**src/rtl/ss_sup_pkg.sv**
```systemverilog
package ss_sup_pkg;

    typedef enum logic [1:0] {
        SUP_LOCK = 2'd0,
        SUP_OFF  = 2'd1,
        SUP_STOP = 2'd2,
        SUP_RUN  = 2'd3
    } sup_mode_e;

    // Fault sources, listed from highest to lowest priority.
    typedef struct packed {
        logic uv;
        logic ref_bad;
        logic ext;
        logic oc;
    } fault_vec_t;

    localparam int DEF_CODE_W = 8;

endpackage

```
**src/rtl/ss_hyst_cmp.sv**
```systemverilog
module ss_hyst_cmp #(
    parameter int W         = 8,
    parameter int SET_AT    = 32,
    parameter int CLR_BELOW = 25
) (
    input  logic         clk,
    input  logic         rst,
    input  logic [W-1:0] x,
    output logic         q
);
    localparam logic [W-1:0] SET_V = W'(SET_AT);
    localparam logic [W-1:0] CLR_V = W'(CLR_BELOW);

    always_ff @(posedge clk) begin
        if (rst)             q <= 1'b0;
        else if (x >= SET_V) q <= 1'b1;
        else if (x < CLR_V)  q <= 1'b0;
    end
endmodule

```
**src/rtl/ss_rate_tick.sv**
```systemverilog
module ss_rate_tick #(
    parameter int DIV = 4
) (
    input  logic clk,
    input  logic rst,
    output logic tick
);
    generate
        if (DIV <= 1) begin : g_every
            assign tick = 1'b1;
        end else begin : g_div
            localparam int CW = $clog2(DIV);
            localparam logic [CW-1:0] LAST = CW'(DIV - 1);
            logic [CW-1:0] cnt;
            always_ff @(posedge clk) begin
                if (rst)              cnt <= '0;
                else if (cnt == LAST) cnt <= '0;
                else                  cnt <= cnt + 1'b1;
            end
            assign tick = (cnt == LAST);
        end
    endgenerate
endmodule

```
**src/rtl/ss_seq_fsm.sv**
```systemverilog
module ss_seq_fsm
    import ss_sup_pkg::*;
#(
    parameter int W        = 8,
    parameter int SS_LOW   = 25,
    parameter int CHG_STEP = 1,
    parameter int DIS_STEP = 10
) (
    input  logic         clk,
    input  logic         rst,
    input  fault_vec_t   flt,
    input  logic         tick,
    output sup_mode_e    mode_q,
    output logic [W-1:0] level_q
);
    localparam logic [W-1:0] LOW_V = W'(SS_LOW);
    localparam logic [W:0]   CHG_V = (W+1)'(CHG_STEP);
    localparam logic [W-1:0] DIS_V = W'(DIS_STEP);

    sup_mode_e    mode_n;
    logic [W-1:0] level_n;
    logic [W:0]   sum;
    logic [W-1:0] up_v;
    logic [W-1:0] dn_v;

    always_comb begin
        sum  = {1'b0, level_q} + CHG_V;
        up_v = sum[W] ? '1 : sum[W-1:0];
        dn_v = (level_q > DIS_V) ? (level_q - DIS_V) : '0;
    end

    always_comb begin
        mode_n  = mode_q;
        level_n = level_q;
        if (flt.uv) begin
            mode_n  = SUP_LOCK;
            level_n = '0;
        end else if (flt.ref_bad) begin
            mode_n  = SUP_OFF;
            level_n = '0;
        end else if (flt.ext) begin
            mode_n  = SUP_OFF;
        end else if (flt.oc || (mode_q == SUP_STOP && level_q >= LOW_V)) begin
            mode_n = SUP_STOP;
            if (tick) level_n = dn_v;
        end else begin
            mode_n = SUP_RUN;
            if (tick) level_n = up_v;
        end
    end

    always_ff @(posedge clk) begin
        if (rst) begin
            mode_q  <= SUP_LOCK;
            level_q <= '0;
        end else begin
            mode_q  <= mode_n;
            level_q <= level_n;
        end
    end
endmodule

```
**src/rtl/ss_supervisor.sv**
```systemverilog
module ss_supervisor
    import ss_sup_pkg::*;
#(
    parameter int CODE_W    = DEF_CODE_W,
    parameter int RATE_DIV  = 4,
    parameter int UV_ON     = 176,
    parameter int UV_OFF    = 144,
    parameter int REF_MIN   = 204,
    parameter int SS_LOW    = 25,
    parameter int OC_LIM    = 128,
    parameter int PEAK_LIM  = 102,
    parameter int LOAD_OFF  = 25,
    parameter int LOAD_ON   = 32,
    parameter int CHG_STEP  = 1,
    parameter int STOP_MULT = 10
) (
    input  logic              clk,
    input  logic              rst,
    input  logic [CODE_W-1:0] vdd_code,
    input  logic [CODE_W-1:0] ref_code,
    input  logic              ext_off,
    input  logic [CODE_W-1:0] cs_code,
    input  logic [CODE_W-1:0] ea_code,
    output logic [CODE_W-1:0] ss_level,
    output logic [CODE_W-1:0] ea_clamped,
    output logic [1:0]        mode,
    output logic              force_off,
    output logic              blank,
    output logic              pulse_term
);
    localparam logic [CODE_W-1:0] REF_V  = CODE_W'(REF_MIN);
    localparam logic [CODE_W-1:0] OC_V   = CODE_W'(OC_LIM);
    localparam logic [CODE_W-1:0] PEAK_V = CODE_W'(PEAK_LIM);
    localparam int                DIS_STEP = CHG_STEP * STOP_MULT;

    logic       uv_ok;
    logic       load_en;
    logic       tick;
    fault_vec_t flt;
    sup_mode_e  mode_q;

    ss_rate_tick #(.DIV(RATE_DIV)) u_tick (
        .clk (clk),
        .rst (rst),
        .tick(tick)
    );

    ss_hyst_cmp #(.W(CODE_W), .SET_AT(UV_ON), .CLR_BELOW(UV_OFF)) u_uvlo (
        .clk(clk),
        .rst(rst),
        .x  (vdd_code),
        .q  (uv_ok)
    );

    always_comb begin
        flt.uv      = ~uv_ok;
        flt.ref_bad = (ref_code < REF_V);
        flt.ext     = ext_off;
        flt.oc      = (cs_code >= OC_V);
    end

    ss_seq_fsm #(
        .W       (CODE_W),
        .SS_LOW  (SS_LOW),
        .CHG_STEP(CHG_STEP),
        .DIS_STEP(DIS_STEP)
    ) u_fsm (
        .clk    (clk),
        .rst    (rst),
        .flt    (flt),
        .tick   (tick),
        .mode_q (mode_q),
        .level_q(ss_level)
    );

    assign ea_clamped = (ea_code < ss_level) ? ea_code : ss_level;

    ss_hyst_cmp #(.W(CODE_W), .SET_AT(LOAD_ON), .CLR_BELOW(LOAD_OFF)) u_load (
        .clk(clk),
        .rst(rst),
        .x  (ea_clamped),
        .q  (load_en)
    );

    assign blank      = ~load_en;
    assign mode       = mode_q;
    assign force_off  = (mode_q != SUP_RUN);
    assign pulse_term = (cs_code >= PEAK_V);
endmodule

```
**config.mk**
```make
export PLATFORM = sky130hd
export DESIGN_NAME = ss_supervisor
export DESIGN_NICKNAME = d
export VERILOG_FILES = /design/src/rtl/ss_sup_pkg.sv /design/src/rtl/ss_hyst_cmp.sv /design/src/rtl/ss_rate_tick.sv /design/src/rtl/ss_seq_fsm.sv /design/src/rtl/ss_supervisor.sv
export SDC_FILE = /design/constraint.sdc
export NUM_CORES = 1
export LEC_CHECK = 0
export BUFFER_PORTS_ARGS = -buffer_cell sky130_fd_sc_hd__clkbuf_2
export CORE_ASPECT_RATIO = 0.9
export CORE_MARGIN = 4
export CORE_UTILIZATION = 35
export CTS_BUF_LIST = sky130_fd_sc_hd__clkbuf_16
export CTS_CLUSTER_SIZE = 25
export DETAILED_ROUTE_END_ITERATION = 7
export REMOVE_ABC_BUFFERS = 1
export SYNTH_ARGS = -nofsm -noshare
export SYNTH_HDL_FRONTEND = slang
export SYNTH_SLANG_ARGS = --single-unit
```
**constraint.sdc**
```tcl
create_clock -name clk -period 3.54 [get_ports clk]
set_input_delay 0.177 -clock clk [delete_from_list [all_inputs] [get_ports clk]]
set_output_delay 0.177 -clock clk [all_outputs]
set_load 0.05 [all_outputs]
```
### Yosys cells after proc, flatten, opt, wreduce, memory -nomap -nowiden

Cells that the tools add are included.

* bitwise logic cells: 3
* mux-type cells: 13
* magnitude comparators: 10
* equality and inequality tests: 3
* add/sub/neg operators: 3
* reduce and logical (&&, ||, !) cells: 9

Operators by type and width (count)
* 8-bit two-way mux: 6
* 8-bit greater-or-equal comparator (second input constant): 2
* 8-bit less-than comparator (second input constant): 2
* 8-bit by 1-bit adder with 9-bit output (second input constant): 1
* 8-bit by 5-bit greater-or-equal comparator with 1-bit output (second input constant): 1
* 8-bit by 6-bit greater-or-equal comparator with 1-bit output (second input constant): 1
* 8-bit by 7-bit greater-or-equal comparator with 1-bit output (second input constant): 1
* 8-bit by 4-bit > comparator with 1-bit output (second input constant): 1
* 8-bit by 5-bit less-than comparator with 1-bit output (second input constant): 1
* 8-bit less-than comparator: 1
* 8-bit by 4-bit subtractor with 8-bit output (second input constant): 1
* 1-bit two-way mux: 7
* 2-bit == test (second input constant): 2
* 2-bit nonzero test: 2
* 2-bit OR reduction: 2
* 4-bit OR reduction: 1
* 1-bit inverter: 3
* 3-bit OR reduction: 1
* 2-bit by 1-bit adder with 2-bit output (second input constant): 1
* 2-bit inequality test (second input constant): 1
* 2-bit AND reduction: 1
* 1-bit logical AND: 1
* 1-bit logical OR: 1

* logic and storage cells: 47
* output and inout port bits: 21
* register bits after elaboration: 14
* input bits: 35

### Longest topological paths before layout

Gate-level depths: netlist of the first run.

* depth in word-level cells: 6
* mapped depth: 8
* mapped depth without buffers: 7

### Hierarchy

From an unflattened synthesis of the first run, not the netlist that was laid out.

* cells, all modules: 154
* area total of the unflattened synthesis: 1335.0 sq um

By module, submodules not included
* ss_seq_fsm: seq. area each 200.2 sq um, area an instance 812.0 sq um, instances 1, cells each 100
* ss_supervisor: seq. area each 0.0 sq um, area an instance 324.1 sq um, instances 1, cells each 40
* ss_hyst_cmp at u_load: seq. area each 20.0 sq um, area an instance 76.3 sq um, instances 1, cells each 5
* ss_rate_tick: seq. area each 40.0 sq um, area an instance 75.1 sq um, instances 1, cells each 5
* ss_hyst_cmp at u_uvlo: seq. area each 20.0 sq um, area an instance 47.5 sq um, instances 1, cells each 4

### Worst setup path before layout of the first run

OpenSTA, ideal clock, no wires.

* path kind: register -> output
* start point: register u_fsm.level_q[3]
* end point: output port ea_clamped[0]
* stages on the path, launching flop included: 8
* arrival: 2.383 ns
* required time: 3.363 ns
* slack: 0.980 ns
* path buffers: 1
* cells stage by stage: dfxtp_1 clkbuf_1 inv_1 ha_1 a21oi_1 o21ai_0 a21oi_2 mux2_2

* word-level cells in the longest chain between the ends: 2

Ends and longest elaborated chain
* start: declaration: line ss_seq_fsm.sv:14 `output logic [W-1:0] level_q`
* start signal: assignment: line ss_seq_fsm.sv:58 `level_q <= level_n;`
* 8-bit less-than comparator: line ss_supervisor.sv:76 `assign ea_clamped = (ea_code < ss_level) ? ea_code : ss_level;`
* 8-bit two-way mux: line ss_supervisor.sv:76
* end: declaration: line ss_supervisor.sv:25 `output logic [CODE_W-1:0] ea_clamped,`

Every way passes these cells.

### Worst setup path in the final report of the first run

* start point: register u_fsm.level_q[1]
* end point: output port ea_clamped[2]

The elaborated chain is that of the path after synthesis.

==> results_dict.tcl, run 1 <==
set metrics [dict create \
    slew_violations 0 \
    post-cts-setup-buffers 0 \
    cp-end-kind "primary output" \
    ys_warn_count 0 \
    fmax_mhz 361 \
    period_needed_ns 2.77 \
    vias 1374 \
    slew-limit-headroom 0.512 \
    grt_max_degree 14 \
    cp_max_fo 10 \
    drc_errors 0 \
    syn_to_final_growth_pct 25.8 \
    setup_violations 0 \
    finalWirelength_um 3460 \
    gr-total-overflow 0 \
    root_buffer "clkbuf_16" \
    yosysUniqueCellTypes 45 \
    antenna_found_initial 0 \
    wl_per_cell_um 13.6 \
    cts_hold_buf 0 \
    min_period_over_period 0.783 \
    clock_skew_ns 0.00157 \
    portBuffers 48 \
    yosysMostFrequentCell "nand2_1" \
    numCtsBuffers 3 \
    yosysTopAreaCellShare 0.214 \
    clock_latency_ns 0.25 \
    ys.flop_type "dfxtp_1" \
    synth-simple-area-share 0.248 \
    die_h_um 66.1 \
    crit_buf_inv 2 \
    cts_tree "yes" \
    grt_pass1_wl_um 5960 \
    synth_mux_area_frac 0.0763 \
    start_util 0.375 \
    critPathKind "reg -> out" \
    grt_pass1_vias 1262 \
    p_total_uw 478 \
    finalSetupTns_ns 0 \
    die_x_um 72.6 \
    slowest_delay_ns 0.52 \
    maxCapViolations 0 \
    p_per_area_nw_per_um2 289 \
    grt_setup_unrepaired "false" \
    synthTopCellsByArea "dfxtp_1 (21%), ha_1 (13%), mux2_2 (6.9%)" \
    drt_iter0_drc 90 \
    p_leak_nw 0.708 \
    worstMarginPinSlew_ns 0.730 \
    io_pins 56 \
    hpwlAfterDp_um 2820 \
    h-tree-depth 1 \
    ir_drop_mv 0.227 \
    die_area_um2 4800 \
    synth_compound_area_frac 0.237 \
    synth_fa_ha_area_frac 0.141 \
    required_ns 3.36 \
    netlist_top_cells_count "nand2_1 (16), dfxtp_1 (14), ha_1 (14)" \
    diodes 0 \
    cts.sinks 14 \
    critPathTopFamily "compound AO/OA/AOI/OAI gates" \
    path_cells "inv_1 > ha_1 > a21oi_1 > o21ai_0 > a21oi_2 > mux2_2 > clkbuf_2" \
    synth_top_cell_by_area "dfxtp_1" \
    clock_path_buffers 2 \
    cp-start-kind "flop" \
    syn_area_um2 1310 \
    synth_seq_cells 14 \
    postSynthAreaPerCell_um2 7.95 \
    cts_resized 0 \
    status "completed" \
    ys_async_sr_fraction 0 \
    finalNetCount 261 \
    drive_gt1_frac 0.322 \
    clkSlewWorstSetupHoldPaths_ns 0.05 \
    final_antenna_net_count 0 \
    firstDrtPassIters 4 \
    synth_xor_area_frac 0.0200 \
    rows 20 \
    holdCritPathClass "in -> reg" \
    cp.arrival_ns 2.60 \
    globalplace.congestion 0.879 \
    track_usage 0.157 \
    yosysSeqAreaShare 0.214 \
    synth_edf_count 0 \
    core_um2 3500 \
    syn_inst 165 \
    cp_slowest_cell "dfxtp_1" \
    synth_top_family_by_area "simple AND/OR/NAND/NOR gates" \
    hold_viol 0 \
    viasPerCell 5.39 \
]
-- kinds of logic (layout without fill, tap and decap cells) --
group,count (synthesis),after routing
adder cells (fa/ha/maj),15,15
AND/OR/NAND/NOR,62,62
flip-flops,14,14
XOR/XNOR,3,3
AO/OA/AOI/OAI,44,44
multiplexers,9,9
buffers and inverters,18,64
-- layer usage --
metal	GRT usage	wire, µm
met2	0.242	1560
met1	0.220	1650
met5	0	0
met3	0.0410	230
met4	0.0276	25
-- layout by cell type, fill, tap and decap left out, types with 2 or more instances in the layout --
master     count
clkbuf_2      48
nand2_1       16
ha_1          14
dfxtp_1       14
a21oi_1       12
inv_1         11
o21ai_0        9
nor3_1         9
nor2_1         8
mux2_2         8
nand3_1        8
nand2b_1       5
or3_1          3
nand4_1        3
a31oi_1        3
o32ai_1        3
o31ai_1        3
clkbuf_16      3
a211o_1        2
nor2b_1        2
xnor2_1        2
o211ai_1       2
-- area by class of cell --
cell class,instances,area [µm²]
Tap cell,44,55.1
Clock inverter,1,3.75
Fill cell,365,1850
Multi-Input combinational cell,133,948
Sequential cell,14,280
Timing Repair Buffer,49,248
Clock buffer,3,75.1
Inverter,11,41.3
-- state kept, by name, summed over array words and instances (netlist names) --
| signal | flops |
|---|---|
| u_tick.g_div.cnt | 2 |
| u_uvlo.q | 1 |
| u_fsm.mode_q | 2 |
| u_load.q | 1 |
| u_fsm.level_q | 8 |
-- metrics by stage --
stage / area, µm² / worst slack, ns / hold WS [ns] / instances / utilization
4_1_cts: 1650 / 0.759 / 0.130 / 255 / 0.471
5_1_grt: 1650 / 0.562 / 0.133 / 255 / 0.471
3_3_place_gp: 1570 / 0.959 / 0.392 / 251 / 0.449
6_report: 1650 / 0.767 / 0.131 / 255 / 0.471
2_1_floorplan: 1270 / 0.870 / 0.253 / 158 / -
3_5_place_dp: 1570 / 0.993 / 0.392 / 251 / 0.449
-- worst reg2reg max path, cell delays in order (launching register included) --
cell and delay, ns:
dfxtp_1 0.52, inv_1 0.19, ha_1 0.21, or3b_1 0.39, a221oi_4 0.55, mux2i_1 0.26
a21oi_1 0.09, a311oi_1 0.28
-- path summary, 6_finish.rpt --
path / from / to / slack [ns] / cells past startpoint
worst max-delay path: u_fsm.level_q[1] / ea_clamped[2] / 0.77 / 7
worst min-delay path: rst / u_tick.g_div.cnt[1] / 0.13 / 2
worst max register to register: u_fsm.level_q[1] / u_fsm.level_q[6] / 0.95 / 7
worst min register to register: u_tick.g_div.cnt[0] / u_tick.g_div.cnt[0] / 0.44 / 1
-- report_power, final --
part           switching (mW)  leakage, nW  total (mW)  internal [mW]
combinational          0.0566        0.555      0.0936         0.0371
clock                  0.0695       0.0385       0.219          0.150
sequential            0.00232        0.114       0.165          0.163
No activity file was read; power rests on OpenSTA's default activity.
==> inputs of run 2 (changes only) <==
==> constraint.sdc (replaced) <==
create_clock -name clk -period 2.4 [get_ports clk]
set_input_delay 0.12 -clock clk [delete_from_list [all_inputs] [get_ports clk]]
set_output_delay 0.12 -clock clk [all_outputs]
set_load 0.05 [all_outputs]
==> run 2 against run 1 <==
  * Design area up 5.6%
  * Setup slack worse by 0.60 ns
  * Count of clock-buffer cells in the layout unchanged
  * Power up 49%
  * First-iteration DRC count up 26%
  * Largest power group unchanged
  * Die area unchanged
  * Sequential share of layout area down 0.76 points
  * Sequential cell count unchanged
==> results_dict.tcl, run 2 (synthesis results as in run 1) <==
set metrics [dict create \
    cp.arrival_ns 2.12 \
    top_register "u_fsm.level_q" \
    hpwlAfterDp_um 2940 \
    setup_violations 0 \
    finalNetCount 273 \
    core_um2 3500 \
    globalplace.congestion 0.862 \
    required_ns 2.28 \
    cp-start-kind "flop" \
    wl_per_cell_um 13.4 \
    internal_power_uw 519 \
    h-tree-depth 1 \
    design_area_um2 1740 \
    clock_path_buffers 2 \
    p_per_area_nw_per_um2 407 \
    r2r_start "u_fsm.level_q[0]" \
    clkSlewWorstSetupHoldPaths_ns 0.05 \
    reg2reg_slack_ns 0.27 \
    slew-limit-headroom 0.728 \
    sw_frac_of_total 0.269 \
    gr-total-overflow 0 \
    slew_violations 0 \
    cts_tree "yes" \
    grt_pass1_wl_um 5920 \
    largest_reg_flops 8 \
    die_h_um 66.1 \
    syn_to_final_growth_pct 32.9 \
    cp-end-kind "primary output" \
    holdCritPathClass "in -> reg" \
    track_usage 0.154 \
    die_area_um2 4800 \
    rows 20 \
    numCtsBuffers 3 \
    clock_latency_ns 0.25 \
    setup.worst_path.start "u_fsm.level_q[5]" \
    p_sw_uw 191 \
    cp_max_fo 8 \
    p_seq_frac 0.342 \
    cts.sinks 14 \
    min_period_over_period 0.932 \
    grt_pass1_vias 1254 \
    period_needed_ns 2.24 \
    diodes 0 \
    critPathKind "reg -> out" \
    dp_slack_ns 0.272 \
    portBuffers 48 \
    p_leak_nw 0.777 \
    status "completed" \
    hold_viol 0 \
    grt_max_degree 13 \
    clock_skew_ns 0.00325 \
    layout_common_cells "clkbuf_2 (40), nand2_1 (16), ha_1 (14)" \
    io_pins 56 \
    fin_ws_ns 0.164 \
    layout_commonest_cell "clkbuf_2" \
    ir_drop_mv 0.295 \
    drt_iter0_drc 113 \
    firstDrtPassIters 4 \
    final_antenna_net_count 0 \
    fmax_mhz 447 \
    combPwrFrac 0.199 \
    drive_gt1_frac 0.368 \
    finalWirelength_um 3570 \
    antenna_found_initial 0 \
    viasPerCell 5.29 \
    vias 1413 \
    worstMarginPinSlew_ns 0.406 \
    pwr-share-clk 0.459 \
    root_buffer "clkbuf_16" \
    start_util 0.375 \
    maxCapViolations 0 \
    place_area_um2 1660 \
    die_x_um 72.6 \
    hold_start "rst" \
    drc_errors 0 \
    largestRegisters "u_fsm.level_q (8), u_fsm.mode_q (2), u_tick.g_div.cnt (2)" \
    grt_setup_unrepaired "false" \
    cts_hold_buf 0 \
]
==> run 2: worst paths after layout <==
path,to,depth (start not counted)
worst min register to register,u_tick.g_div.cnt[0],1
worst min-delay path,u_tick.g_div.cnt[1],2
worst max register to register,u_fsm.level_q[3],7
worst max-delay path,ea_clamped[4],8
==> run 2: area by class of cell <==
cell class / count / area, µm²
flip-flops and latches: 14 / 283
inverters: 11 / 41.3
well taps: 44 / 55.1
repair buffers: 61 / 338
clock inverters: 1 / 3.75
multi-input cells: 133 / 948
clock buffers: 3 / 75.1
fillers: 364 / 1760
==> run 2: power by group through the flow <==
stage	Sequential (mW)	Clock [mW]	Combinational (mW)
final	0.243	0.326	0.141
after floorplan	0.250	0	0.0885
after CTS	0.243	0.330	0.142
after global placement	0.248	0	0.141
after global routing	0.244	0.341	0.154
after detailed placement	0.248	0	0.142
==> run 2: repair_timing <==
| action | 4_1_cts | 5_1_grt |
|---|---|---|
| buffers inserted | 0 | 0 |
| resized for setup | 0 | 11 |
| endpoints found under the setup margin | 0 | 8 |
==> run 2: critical path: stages (launching register included) <==
cell	delay (ns)
dfxtp_2	0.35
inv_1	0.09
ha_1	0.29
a21oi_1	0.12
o21ai_0	0.13
a21oi_2	0.15
buf_4	0.18
mux2_2	0.34
buf_2	0.21
==> run 2: stage by stage <==
step	std cells	hold WS [ns]	power (mW)	TNS, ns	util
after floorplan	158	0.196	0.338	-1.42	-
after global placement	263	0.334	0.389	0	0.475
after detailed placement	263	0.334	0.389	0	0.475
after CTS	267	0.0760	0.715	0	0.497
after global routing	267	0.0907	0.739	0	0.498
final	267	0.0760	0.710	0	0.498
==> run 2: layer usage <==
metal,vias to the layer above,global-route usage,share of wire
met5,-,0,0
met4,0,0.0138,0.0025
met3,2,0.0365,0.069
met2,50,0.244,0.46
met1,638,0.217,0.47
li1,723,-,-
